===== config.mk =====
export PLATFORM = sky130hd
export DESIGN_NAME = i2c_ptr_target
export DESIGN_NICKNAME = d
export VERILOG_FILES = /design/src/rtl/i2c_tgt_pkg.sv /design/src/rtl/i2c_tgt_glitch_filter.sv /design/src/rtl/i2c_tgt_bus_events.sv /design/src/rtl/i2c_tgt_engine.sv /design/src/rtl/i2c_ptr_target.sv
export SDC_FILE = /design/constraint.sdc
export NUM_CORES = 1
export LEC_CHECK = 0
export BUFFER_PORTS_ARGS = -buffer_cell sky130_fd_sc_hd__buf_2
export CAP_MARGIN = 20
export CORE_MARGIN = 4
export CORE_UTILIZATION = 41
export DETAILED_ROUTE_END_ITERATION = 12
export GPL_TIMING_DRIVEN = 0
export MAX_ROUTING_LAYER = met4
export PLACE_DENSITY_LB_ADDON = 0.3
export SYNTH_ARGS = -nofsm -noshare
export SYNTH_HDL_FRONTEND = slang
export SYNTH_SLANG_ARGS = --single-unit

===== constraint.sdc =====
create_clock -name clk -period 2.8 [get_ports clk]
set_clock_uncertainty 0.05 [all_clocks]
set_input_delay 0.14 -clock clk [delete_from_list [all_inputs] [get_ports clk]]
set_output_delay 0.14 -clock clk [all_outputs]
set_load 0.02 [all_outputs]

===== src/rtl/i2c_tgt_pkg.sv =====
package i2c_tgt_pkg;

   localparam int BYTE_W = 8;
   localparam int BCNT_W = $clog2(BYTE_W + 1);

   typedef enum logic [3:0] {
      ST_IDLE,
      ST_ADDR,
      ST_ADDR_ACK,
      ST_CMD,
      ST_CMD_ACK,
      ST_WDAT,
      ST_WDAT_ACK,
      ST_RDAT,
      ST_RDAT_ACK
   } tgt_state_e;

endpackage


===== src/rtl/i2c_tgt_glitch_filter.sv =====
module i2c_tgt_glitch_filter #(
   parameter int SYNC_STAGES = 2,
   parameter int WIN         = 3
) (
   input  logic clk,
   input  logic rst_n,
   input  logic d_in,
   output logic d_out
);

   localparam int CNT_W = $clog2(WIN + 1);

   logic [SYNC_STAGES-1:0] sync_q;
   logic                   out_q;

   always_ff @(posedge clk or negedge rst_n) begin
      if (!rst_n) sync_q <= '1;
      else        sync_q <= {sync_q[SYNC_STAGES-2:0], d_in};
   end

   generate
      if (WIN == 1) begin : g_pass
         always_ff @(posedge clk or negedge rst_n) begin
            if (!rst_n) out_q <= 1'b1;
            else        out_q <= sync_q[SYNC_STAGES-1];
         end
      end else begin : g_major
         logic [WIN-1:0]   win_q;
         logic [CNT_W-1:0] ones;

         always_ff @(posedge clk or negedge rst_n) begin
            if (!rst_n) win_q <= '1;
            else        win_q <= {win_q[WIN-2:0], sync_q[SYNC_STAGES-1]};
         end

         always_comb begin
            ones = '0;
            for (int i = 0; i < WIN; i++) ones = ones + CNT_W'(win_q[i]);
         end

         always_ff @(posedge clk or negedge rst_n) begin
            if (!rst_n) out_q <= 1'b1;
            else        out_q <= (ones > CNT_W'(WIN / 2));
         end
      end
   endgenerate

   assign d_out = out_q;

endmodule


===== src/rtl/i2c_tgt_bus_events.sv =====
module i2c_tgt_bus_events (
   input  logic clk,
   input  logic rst_n,
   input  logic scl_f,
   input  logic sda_f,
   output logic scl_rise,
   output logic scl_fall,
   output logic start_det,
   output logic stop_det
);

   logic scl_p, sda_p;

   always_ff @(posedge clk or negedge rst_n) begin
      if (!rst_n) begin
         scl_p <= 1'b1;
         sda_p <= 1'b1;
      end else begin
         scl_p <= scl_f;
         sda_p <= sda_f;
      end
   end

   assign scl_rise  =  scl_f & ~scl_p;
   assign scl_fall  = ~scl_f &  scl_p;
   assign start_det =  scl_f &  scl_p &  sda_p & ~sda_f;
   assign stop_det  =  scl_f &  scl_p & ~sda_p &  sda_f;

endmodule


===== src/rtl/i2c_tgt_engine.sv =====
module i2c_tgt_engine
   import i2c_tgt_pkg::*;
#(
   parameter logic [6:0] TGT_ADDR = 7'b1000001,
   parameter int         NUM_REGS = 4,
   parameter int         IDX_W    = 2
) (
   input  logic              clk,
   input  logic              rst_n,
   input  logic              scl_rise,
   input  logic              scl_fall,
   input  logic              start_det,
   input  logic              stop_det,
   input  logic              sda_bit,
   output logic              sda_pull,
   output logic [BYTE_W-1:0] ptr,
   output logic [IDX_W-1:0]  reg_addr,
   output logic              reg_wr_en,
   output logic [BYTE_W-1:0] reg_wdata,
   output logic              reg_rd_en,
   input  logic [BYTE_W-1:0] reg_rdata
);

   localparam logic [BCNT_W-1:0] FULL = BCNT_W'(BYTE_W);
   localparam logic [BCNT_W-1:0] LAST = BCNT_W'(BYTE_W - 1);

   tgt_state_e          state_q;
   logic [BYTE_W-1:0]   shift_q, ptr_q, wdata_q;
   logic [BCNT_W-1:0]   bitcnt_q;
   logic                rw_q, pull_q, wr_q, rd_q, mack_q;
   logic                ptr_valid;
   logic [BYTE_W-1:0]   rd_byte;

   assign ptr_valid = ({1'b0, ptr_q} < (BYTE_W+1)'(NUM_REGS));
   assign rd_byte   = ptr_valid ? reg_rdata : '1;

   always_ff @(posedge clk or negedge rst_n) begin
      if (!rst_n) begin
         state_q  <= ST_IDLE;
         shift_q  <= '0;
         ptr_q    <= '0;
         wdata_q  <= '0;
         bitcnt_q <= '0;
         rw_q     <= 1'b0;
         pull_q   <= 1'b0;
         wr_q     <= 1'b0;
         rd_q     <= 1'b0;
         mack_q   <= 1'b0;
      end else begin
         wr_q <= 1'b0;
         rd_q <= 1'b0;
         if (start_det) begin
            state_q  <= ST_ADDR;
            bitcnt_q <= '0;
            pull_q   <= 1'b0;
         end else if (stop_det) begin
            state_q  <= ST_IDLE;
            bitcnt_q <= '0;
            pull_q   <= 1'b0;
         end else begin
            case (state_q)
               ST_ADDR, ST_CMD, ST_WDAT: begin
                  if (scl_rise && bitcnt_q != FULL) begin
                     shift_q  <= {shift_q[BYTE_W-2:0], sda_bit};
                     bitcnt_q <= bitcnt_q + 1'b1;
                  end else if (scl_fall && bitcnt_q == FULL) begin
                     bitcnt_q <= '0;
                     if (state_q == ST_ADDR) begin
                        if (shift_q[BYTE_W-1:1] == TGT_ADDR) begin
                           rw_q    <= shift_q[0];
                           pull_q  <= 1'b1;
                           state_q <= ST_ADDR_ACK;
                        end else begin
                           state_q <= ST_IDLE;
                        end
                     end else if (state_q == ST_CMD) begin
                        ptr_q   <= shift_q;
                        pull_q  <= 1'b1;
                        state_q <= ST_CMD_ACK;
                     end else begin
                        wr_q    <= ptr_valid;
                        wdata_q <= shift_q;
                        pull_q  <= 1'b1;
                        state_q <= ST_WDAT_ACK;
                     end
                  end
               end
               ST_ADDR_ACK: begin
                  if (scl_fall) begin
                     bitcnt_q <= '0;
                     if (rw_q) begin
                        shift_q <= rd_byte;
                        pull_q  <= ~rd_byte[BYTE_W-1];
                        rd_q    <= ptr_valid;
                        state_q <= ST_RDAT;
                     end else begin
                        pull_q  <= 1'b0;
                        state_q <= ST_CMD;
                     end
                  end
               end
               ST_CMD_ACK, ST_WDAT_ACK: begin
                  if (scl_fall) begin
                     bitcnt_q <= '0;
                     pull_q   <= 1'b0;
                     state_q  <= ST_WDAT;
                  end
               end
               ST_RDAT: begin
                  if (scl_fall) begin
                     if (bitcnt_q == LAST) begin
                        bitcnt_q <= '0;
                        pull_q   <= 1'b0;
                        state_q  <= ST_RDAT_ACK;
                     end else begin
                        bitcnt_q <= bitcnt_q + 1'b1;
                        shift_q  <= {shift_q[BYTE_W-2:0], 1'b0};
                        pull_q   <= ~shift_q[BYTE_W-2];
                     end
                  end
               end
               ST_RDAT_ACK: begin
                  if (scl_rise) begin
                     mack_q <= ~sda_bit;
                  end else if (scl_fall) begin
                     if (mack_q) begin
                        shift_q <= rd_byte;
                        pull_q  <= ~rd_byte[BYTE_W-1];
                        rd_q    <= ptr_valid;
                        state_q <= ST_RDAT;
                     end else begin
                        pull_q  <= 1'b0;
                        state_q <= ST_IDLE;
                     end
                  end
               end
               default: state_q <= ST_IDLE;
            endcase
         end
      end
   end

   assign sda_pull  = pull_q;
   assign ptr       = ptr_q;
   assign reg_addr  = ptr_q[IDX_W-1:0];
   assign reg_wr_en = wr_q;
   assign reg_wdata = wdata_q;
   assign reg_rd_en = rd_q;

endmodule


===== src/rtl/i2c_ptr_target.sv =====
module i2c_ptr_target #(
   parameter logic [6:0] TGT_ADDR    = 7'b1000001,
   parameter int         NUM_REGS    = 4,
   parameter int         SYNC_STAGES = 2,
   parameter int         FILT_WIN    = 3,
   localparam int        IDX_W       = $clog2(NUM_REGS)
) (
   input  logic             clk,
   input  logic             rst_n,
   input  logic             scl_in,
   input  logic             sda_in,
   output logic             sda_pull,
   output logic [IDX_W-1:0] reg_addr,
   output logic             reg_wr_en,
   output logic [7:0]       reg_wdata,
   output logic             reg_rd_en,
   input  logic [7:0]       reg_rdata
);

   initial begin
      if (NUM_REGS < 2 || NUM_REGS > 256) $fatal(1, "NUM_REGS must lie in 2..256");
      if (SYNC_STAGES < 2)                $fatal(1, "SYNC_STAGES must be at least 2");
      if (FILT_WIN < 1 || FILT_WIN % 2 == 0) $fatal(1, "FILT_WIN must be odd and positive");
   end

   logic [1:0] raw_w, filt_w;
   logic       scl_filt, sda_filt;
   logic       scl_rise, scl_fall, start_det, stop_det;
   logic [7:0] ptr_w;

   assign raw_w    = {sda_in, scl_in};
   assign scl_filt = filt_w[0];
   assign sda_filt = filt_w[1];

   for (genvar g = 0; g < 2; g++) begin : g_line
      i2c_tgt_glitch_filter #(
         .SYNC_STAGES(SYNC_STAGES),
         .WIN        (FILT_WIN)
      ) u_filt (
         .clk  (clk),
         .rst_n(rst_n),
         .d_in (raw_w[g]),
         .d_out(filt_w[g])
      );
   end

   i2c_tgt_bus_events u_events (
      .clk      (clk),
      .rst_n    (rst_n),
      .scl_f    (scl_filt),
      .sda_f    (sda_filt),
      .scl_rise (scl_rise),
      .scl_fall (scl_fall),
      .start_det(start_det),
      .stop_det (stop_det)
   );

   i2c_tgt_engine #(
      .TGT_ADDR(TGT_ADDR),
      .NUM_REGS(NUM_REGS),
      .IDX_W   (IDX_W)
   ) u_engine (
      .clk      (clk),
      .rst_n    (rst_n),
      .scl_rise (scl_rise),
      .scl_fall (scl_fall),
      .start_det(start_det),
      .stop_det (stop_det),
      .sda_bit  (sda_filt),
      .sda_pull (sda_pull),
      .ptr      (ptr_w),
      .reg_addr (reg_addr),
      .reg_wr_en(reg_wr_en),
      .reg_wdata(reg_wdata),
      .reg_rd_en(reg_rd_en),
      .reg_rdata(reg_rdata)
   );

endmodule


Word-level counts from Yosys, hierarchy flattened
Cells that the tools add are included.
{"block": "word_totals", "elab_cells": 155, "output_inout_bits": 13, "input_bits": 12, "ff_bits": 51}
{"block": "classes", "magnitude_cmp": 3, "muxes": 64, "reduce_logical": 16, "n_bitwise": 18, "addsub": 5, "eq_ne": 31}
{"op": "4-bit two-way mux", "count": 18}
{"op": "8-bit two-way mux", "count": 9}
{"op": "8-bit case mux with 4 select lines", "count": 1}
{"op": "1-bit two-way mux", "count": 28}
{"op": "4-bit by 3-bit inequality test with 1-bit output (second input constant)", "count": 6}
{"op": "7-bit AND reduction", "count": 3}
{"op": "4-bit by 3-bit == test with 1-bit output (second input constant)", "count": 5}
{"op": "4-bit case mux with 5 select lines", "count": 1}
{"op": "2-bit by 1-bit inequality test with 1-bit output (second input constant)", "count": 6}
{"op": "4-bit inequality test (second input constant)", "count": 3}
{"op": "4-bit case mux with 3 select lines", "count": 1}
{"op": "1-bit NOT", "count": 11}
{"op": "11-bit AND reduction", "count": 1}
{"op": "9-bit AND reduction", "count": 1}
{"op": "4-bit by 2-bit == test with 1-bit output (second input constant)", "count": 2}
{"op": "4-bit == test (second input constant)", "count": 2}
{"op": "8-bit by 3-bit less-than comparator with 1-bit output (second input constant)", "count": 1}
{"op": "4-bit AND reduction", "count": 2}
{"op": "8-bit AND reduction", "count": 1}
{"op": "1-bit AND", "count": 7}
{"op": "7-bit == test (second input constant)", "count": 1}
{"op": "7-bit nonzero test", "count": 1}
{"op": "3-bit two-way mux", "count": 2}
{"op": "3-bit OR reduction", "count": 2}
{"op": "other kinds (16)", "count": 22}

Depth between registers and ports, before layout
{"block": "depth", "word_depth": 9, "mapped_depth": 8, "ltp_nobuf": 7}

By module
A second synthesis with hierarchy kept.
{"block": "hier_totals", "cells_unflattened": 217, "area_unflattened_um2": 2464.9}
{"mod": "i2c_tgt_engine", "cells_per_inst": 195, "seq_area_each_um2": 925.9, "area_per_inst_um2": 2024.4, "n_inst": 1}
{"mod": "i2c_tgt_glitch_filter", "cells_per_inst": 8, "seq_area_each_um2": 157.7, "area_per_inst_um2": 177.7, "n_inst": 2}
{"mod": "i2c_tgt_bus_events", "cells_per_inst": 6, "seq_area_each_um2": 52.6, "area_per_inst_um2": 85.1, "n_inst": 1}

Worst setup path before layout
No wires, ideal clock.
{"block": "synth_timing", "path_kind": "register -> register", "from": "register u_engine.bitcnt_q[0]", "to": "register u_engine.shift_q[7]", "setup_slack_ns": 0.892, "required_time_ns": 2.625, "setup_ns": 0.125, "synth_period_minus_slack_ns": 1.908, "path_buffers": 0, "stages_incl_launch_ff": 8, "t_arrival_ns": 1.733, "cell_sequence": "dfrtp_1 inv_1 ha_1 and3b_4 or2_4 a22oi_4 o211ai_4 mux2_4"}
{"block": "synth_between", "elab_chain_cells": 4, "word_cells_on_any_way": 6, "cone_classes": "eq/ne: 4; reduce/logical: 2"}
{"element": "start: declaration", "line": "i2c_tgt_engine.sv:29", "text": "logic [BCNT_W-1:0] bitcnt_q;"}
{"element": "start signal: assignment", "line": "i2c_tgt_engine.sv:65", "text": "bitcnt_q <= bitcnt_q + 1'b1;"}
{"element": "start signal: assignment", "line": "i2c_tgt_engine.sv:116", "text": "bitcnt_q <= bitcnt_q + 1'b1;"}
{"element": "4-bit inequality test", "line": "i2c_tgt_engine.sv:63", "text": "if (scl_rise && bitcnt_q != FULL) begin"}
{"element": "1-bit logical AND", "line": "i2c_tgt_engine.sv:63"}
{"element": "2-bit by 1-bit inequality test with 1-bit output (no line)"}
{"element": "11-bit AND reduction (no line) *"}
{"element": "end signal: assignment", "line": "i2c_tgt_engine.sv:64", "text": "shift_q <= {shift_q[BYTE_W-2:0], sda_bit};"}
{"element": "end signal: assignment", "line": "i2c_tgt_engine.sv:92", "text": "shift_q <= rd_byte;"}
{"element": "end signal: assignment", "line": "i2c_tgt_engine.sv:117", "text": "shift_q <= {shift_q[BYTE_W-2:0], 1'b0};"}
{"element": "end: declaration", "line": "i2c_tgt_engine.sv:28", "text": "logic [BYTE_W-1:0] shift_q, ptr_q, wdata_q;"}
Mark *: on every way between the ends. The rest lies on a longest branch, timed or not.
A chain may end at the register's enable or synchronous reset.

Worst setup path after layout
{"block": "layout_timing", "from": "register u_engine.bitcnt_q[0]", "to": "register u_engine.ptr_q[0], in the netlist u_engine.ptr[0]"}
{"block": "layout_between", "elab_chain_cells": 4, "word_cells_on_any_way": 6, "cone_classes": "eq/ne: 2; bitwise: 1; reduce/logical: 3"}
{"element": "4-bit inequality test", "line": "i2c_tgt_engine.sv:63"}
{"element": "1-bit logical AND", "line": "i2c_tgt_engine.sv:63"}
{"element": "1-bit NOT (no line)"}
{"element": "7-bit AND reduction (no line) *"}
{"element": "end signal: assignment", "line": "i2c_tgt_engine.sv:77", "text": "ptr_q <= shift_q;"}
{"element": "end: declaration", "line": "i2c_tgt_engine.sv:28"}
Marked as above.

==> flow_summary.json <==
{
  "setup-tns-final_ns": 0,
  "timing.hold.ws_ns": 0.06493,
  "power.internal_mw": 1.439,
  "place_hpwl_mm": 4.156,
  "post_synth_instance_area_um2": 2660,
  "tritoncts_num_sinks": 51,
  "proportion_of_synthesized_chip_area_in_sequential_cells": 0.4864,
  "floorplan.rows": 29,
  "fmaxAchievable_mhz": 468.6,
  "global_route_wire_length_before_repair_mm": 9.653,
  "via_count_of_the_first_global_routing_pass": 1926,
  "portion_of_the_clock_cycle_consumed_by_the_worst_path_in_the_final_layout": 0.7622,
  "dieWidth_um": 88.55,
  "endpoints_failing_setup": 0,
  "setup.worst_path.end_class": "flop",
  "yosysTopAreaCell": "sky130_fd_sc_hd__dfrtp_1",
  "timing.critical_path.fanout_max": 8,
  "synth_flop_cell": "sky130_fd_sc_hd__dfrtp_1",
  "hold_path_class": "primary input to flop",
  "synthesis.nets": 250,
  "grtUsageTotal": 0.1636,
  "synthDistinctLibCells": 67,
  "finalNetCount": 285,
  "clock_tree.buffer_depth": 2,
  "switchingPower_mw": 0.7442,
  "cts_h_tree_lvls": 2,
  "placedInstanceArea_um2": 2897,
  "top_level_ports": 25,
  "power.sequential.fraction": 0.433,
  "total_leakage_power_nw": 1.404,
  "grt_antenna_before_repair": 0,
  "cts_buffers": 5,
  "run_status": "finished clean",
  "yosys.cell_count.top_type": "sky130_fd_sc_hd__dfrtp_1",
  "viasPerCell": 5.686,
  "max_cap_violations": 0,
  "finalWirelength_mm": 5.733,
  "largest_net_degree_at_the_start_of_global_routing": 31,
  "cts_resized": 0,
  "cts_hold_buf": 3,
  "slew_headroom": 0.5556,
  "fin_area_um2": 3048,
  "setup.worst_path.start_class": "flop",
  "place_congestion": 0.8803,
  "hold_viol": 0,
  "synth_warnings": 0,
  "cts_tree": "yes",
  "ctsRootBufferMaster": "sky130_fd_sc_hd__clkbuf_8",
  "combPwrFrac": 0.316,
  "floorplan.core_area_um2": 6314,
  "fin_crit_ns": 2.134,
  "multiInputGateArea_um2": 1236,
  "drt_pass1_iterations": 4,
  "rsz_0062_raised_after_global_routing": "false",
  "drc_markers": 0,
  "clk-insertion-delay-late_ns": 0.30,
  "die_h_um": 88.55,
  "postCtsSetupBuffers": 0,
  "power_switching_share": 0.3408,
  "starting_density_of_the_core": 0.4213,
  "synthesis_to_finish_area_growth_pct": 14.58,
  "count_of_flip_flops_with_a_built_in_enable_after_synthesis": 0,
  "drt_iter0_markers": 125,
  "routed-via-count": 1973,
  "async_reset_ff_frac": 1.000,
  "power.density_nw_per_um2": 716.4,
  "fraction_of_synthesized_cell_area_taken_by_the_top_area_cell_type": 0.3481,
  "commonest_cells_in_the_synthesized_netlist": "sky130_fd_sc_hd__dfrtp_1, sky130_fd_sc_hd__nand2_1, sky130_fd_sc_hd__dfstp_2, sky130_fd_sc_hd__inv_1, sky130_fd_sc_hd__nor2_1",
  "required_ns": 2.95,
  "ir_worst_vdd_mv": 0.4064,
  "syn_inst": 234,
  "num_antenna_cells": 0,
  "gr-total-overflow": 0,
  "avgRoutedWirePerCell_um": 16.52,
  "power_frac_clock": 0.251,
  "arrival_ns": 2.28,
  "post_synth.cell_area_avg_um2": 11.37,
  "antenna_violating_nets_left": 0,
  "clk_pin_slew_worst_paths_ns": 0.10,
  "final.fill_count": 585,
  "worst-setup-path-type": "flop to flop",
  "seqCellArea_um2": 1294,
  "placement.io_buffers": 24,
  "yosys-top-cells-area": "sky130_fd_sc_hd__dfrtp_1, sky130_fd_sc_hd__dfstp_2, sky130_fd_sc_hd__mux2_2, sky130_fd_sc_hd__mux2i_1, sky130_fd_sc_hd__nand2_1",
  "post_route_cells_drive_above_1_share": 0.3296,
  "report.final.slew_viol_count": 0,
  "max_slew.worst_pin.slew_ns": 0.6630,
  "yosys_register_bits": 51,
  "dieArea_um2": 7840
}
[per-layer routing]
metal | wire, um | global-route usage | up-vias
li1 | - | - | 926
met5 | 0 | - | -
met3 | 299 | 0.02607 | 12
met1 | 2590 | 0.2192 | 963
met2 | 2725 | 0.2549 | 72
met4 | 117 | 0.05220 | 0
[worst paths after layout]
path                                                      startpoint                                           to  slack, ns  cells past startpoint
worst max-delay path                u_engine.bitcnt_q[0]$_DFFE_PN0P_                  u_engine.ptr[0]$_DFFE_PN0P_       0.67                      6
worst min-delay path                                    reg_rdata[4]              u_engine.shift_q[4]$_DFFE_PN0P_       0.06                      3
worst max register to register      u_engine.bitcnt_q[0]$_DFFE_PN0P_                  u_engine.ptr[0]$_DFFE_PN0P_       0.67                      6
worst min register to register  g_line[1].u_filt.sync_q[0]$_DFF_PN1_         g_line[1].u_filt.sync_q[1]$_DFF_PN1_       0.31                      0
max in group asynchronous                                      rst_n  g_line[0].u_filt.g_major.win_q[2]$_DFF_PN1_       1.83                      3
min in group asynchronous                                      rst_n                  u_engine.ptr[3]$_DFFE_PN0P_       0.26                      2
[critical path, cell delays in order, from the launching register on]
cell	delay, ns
sky130_fd_sc_hd__dfrtp_1	0.42
sky130_fd_sc_hd__inv_1	0.09
sky130_fd_sc_hd__ha_1	0.14
sky130_fd_sc_hd__and3b_4	0.24
sky130_fd_sc_hd__nand2_2	0.13
sky130_fd_sc_hd__nor4_4	0.55
sky130_fd_sc_hd__mux2_2	0.40
[cell families (layout without fill, tap and decap cells)]
group                    count (synthesis)  after routing  share of synthesized area
XOR/XNOR                                 3              3                   0.009880
multiplexers                            22             22                    0.09219
AO/OA/AOI/OAI                           58             58                     0.1740
buffers and inverters                   23             59                    0.04891
AND/OR/NAND/NOR                         73             73                     0.1698
adder cells (fa/ha/maj)                  4              4                    0.01882
flip-flops                              51             51                     0.4864
[flip-flops by register name, summed over array words and instances, names as in the netlist, 2 cells and up]
| register | flops |
|---|---|
| g_line.u_filt.d_out | 2 |
| g_line.u_filt.g_major.win_q | 6 |
| g_line.u_filt.sync_q | 4 |
| u_engine.bitcnt_q | 4 |
| u_engine.ptr | 8 |
| u_engine.reg_wdata | 8 |
| u_engine.shift_q | 8 |
| u_engine.state_q | 4 |
[through the flow]
step | setup slack (ns) | utilization | std cells | power, mW
3_5_place_dp | 0.6743 | 0.4588 | 336 | 1.643
3_3_place_gp | 0.6758 | 0.4556 | 335 | 1.636
6_report | 0.6658 | 0.4828 | 347 | 2.184
5_1_grt | 0.5359 | 0.4828 | 347 | 2.309
4_1_cts | 0.6551 | 0.4828 | 347 | 2.203
2_1_floorplan | 0.8925 | - | 234 | 1.455
[layout by cell type (no fill, tap or decap), types with 3 or more instances in the layout]
| cell type | count |
|---|---|
| sky130_fd_sc_hd__a31oi_1 | 3 |
| sky130_fd_sc_hd__mux2_2 | 11 |
| sky130_fd_sc_hd__nand2b_1 | 5 |
| sky130_fd_sc_hd__a22oi_1 | 3 |
| sky130_fd_sc_hd__dlygate4sd3_1 | 3 |
| sky130_fd_sc_hd__clkbuf_8 | 7 |
| sky130_fd_sc_hd__a21o_1 | 3 |
| sky130_fd_sc_hd__a21oi_1 | 6 |
| sky130_fd_sc_hd__o21a_1 | 3 |
| sky130_fd_sc_hd__ha_1 | 4 |
| sky130_fd_sc_hd__xnor2_1 | 3 |
| sky130_fd_sc_hd__inv_1 | 12 |
| sky130_fd_sc_hd__dfstp_2 | 14 |
| sky130_fd_sc_hd__buf_4 | 4 |
| sky130_fd_sc_hd__o32ai_1 | 3 |
| sky130_fd_sc_hd__dfrtp_1 | 37 |
| sky130_fd_sc_hd__o22ai_1 | 7 |
| sky130_fd_sc_hd__nand2_1 | 20 |
| sky130_fd_sc_hd__buf_2 | 26 |
| sky130_fd_sc_hd__o21ai_0 | 8 |
| sky130_fd_sc_hd__mux2i_1 | 8 |
| sky130_fd_sc_hd__nand3_1 | 7 |
| sky130_fd_sc_hd__nor2_1 | 12 |
[area by class of cell]
| cell class | count | area share |
|---|---|---|
| buffer | 11 | 0.02791 |
| clock buffer | 6 | 0.02709 |
| clock inverter | 2 | 0.01273 |
| inverter | 12 | 0.01478 |
| multi-input combinational | 160 | 0.4056 |
| sequential | 51 | 0.4245 |
| tap | 77 | 0.03161 |
| timing repair buffer | 28 | 0.05583 |
[power by group through the flow]
stage / Clock (mW) / Combinational [mW] / Sequential (mW)
floorplan: 0 / 0.528 / 0.928
global placement: 0 / 0.674 / 0.962
detailed placement: 0 / 0.681 / 0.962
CTS: 0.566 / 0.688 / 0.949
global route: 0.595 / 0.753 / 0.962
finish: 0.548 / 0.689 / 0.946
(Power assumes the default switching activity.)
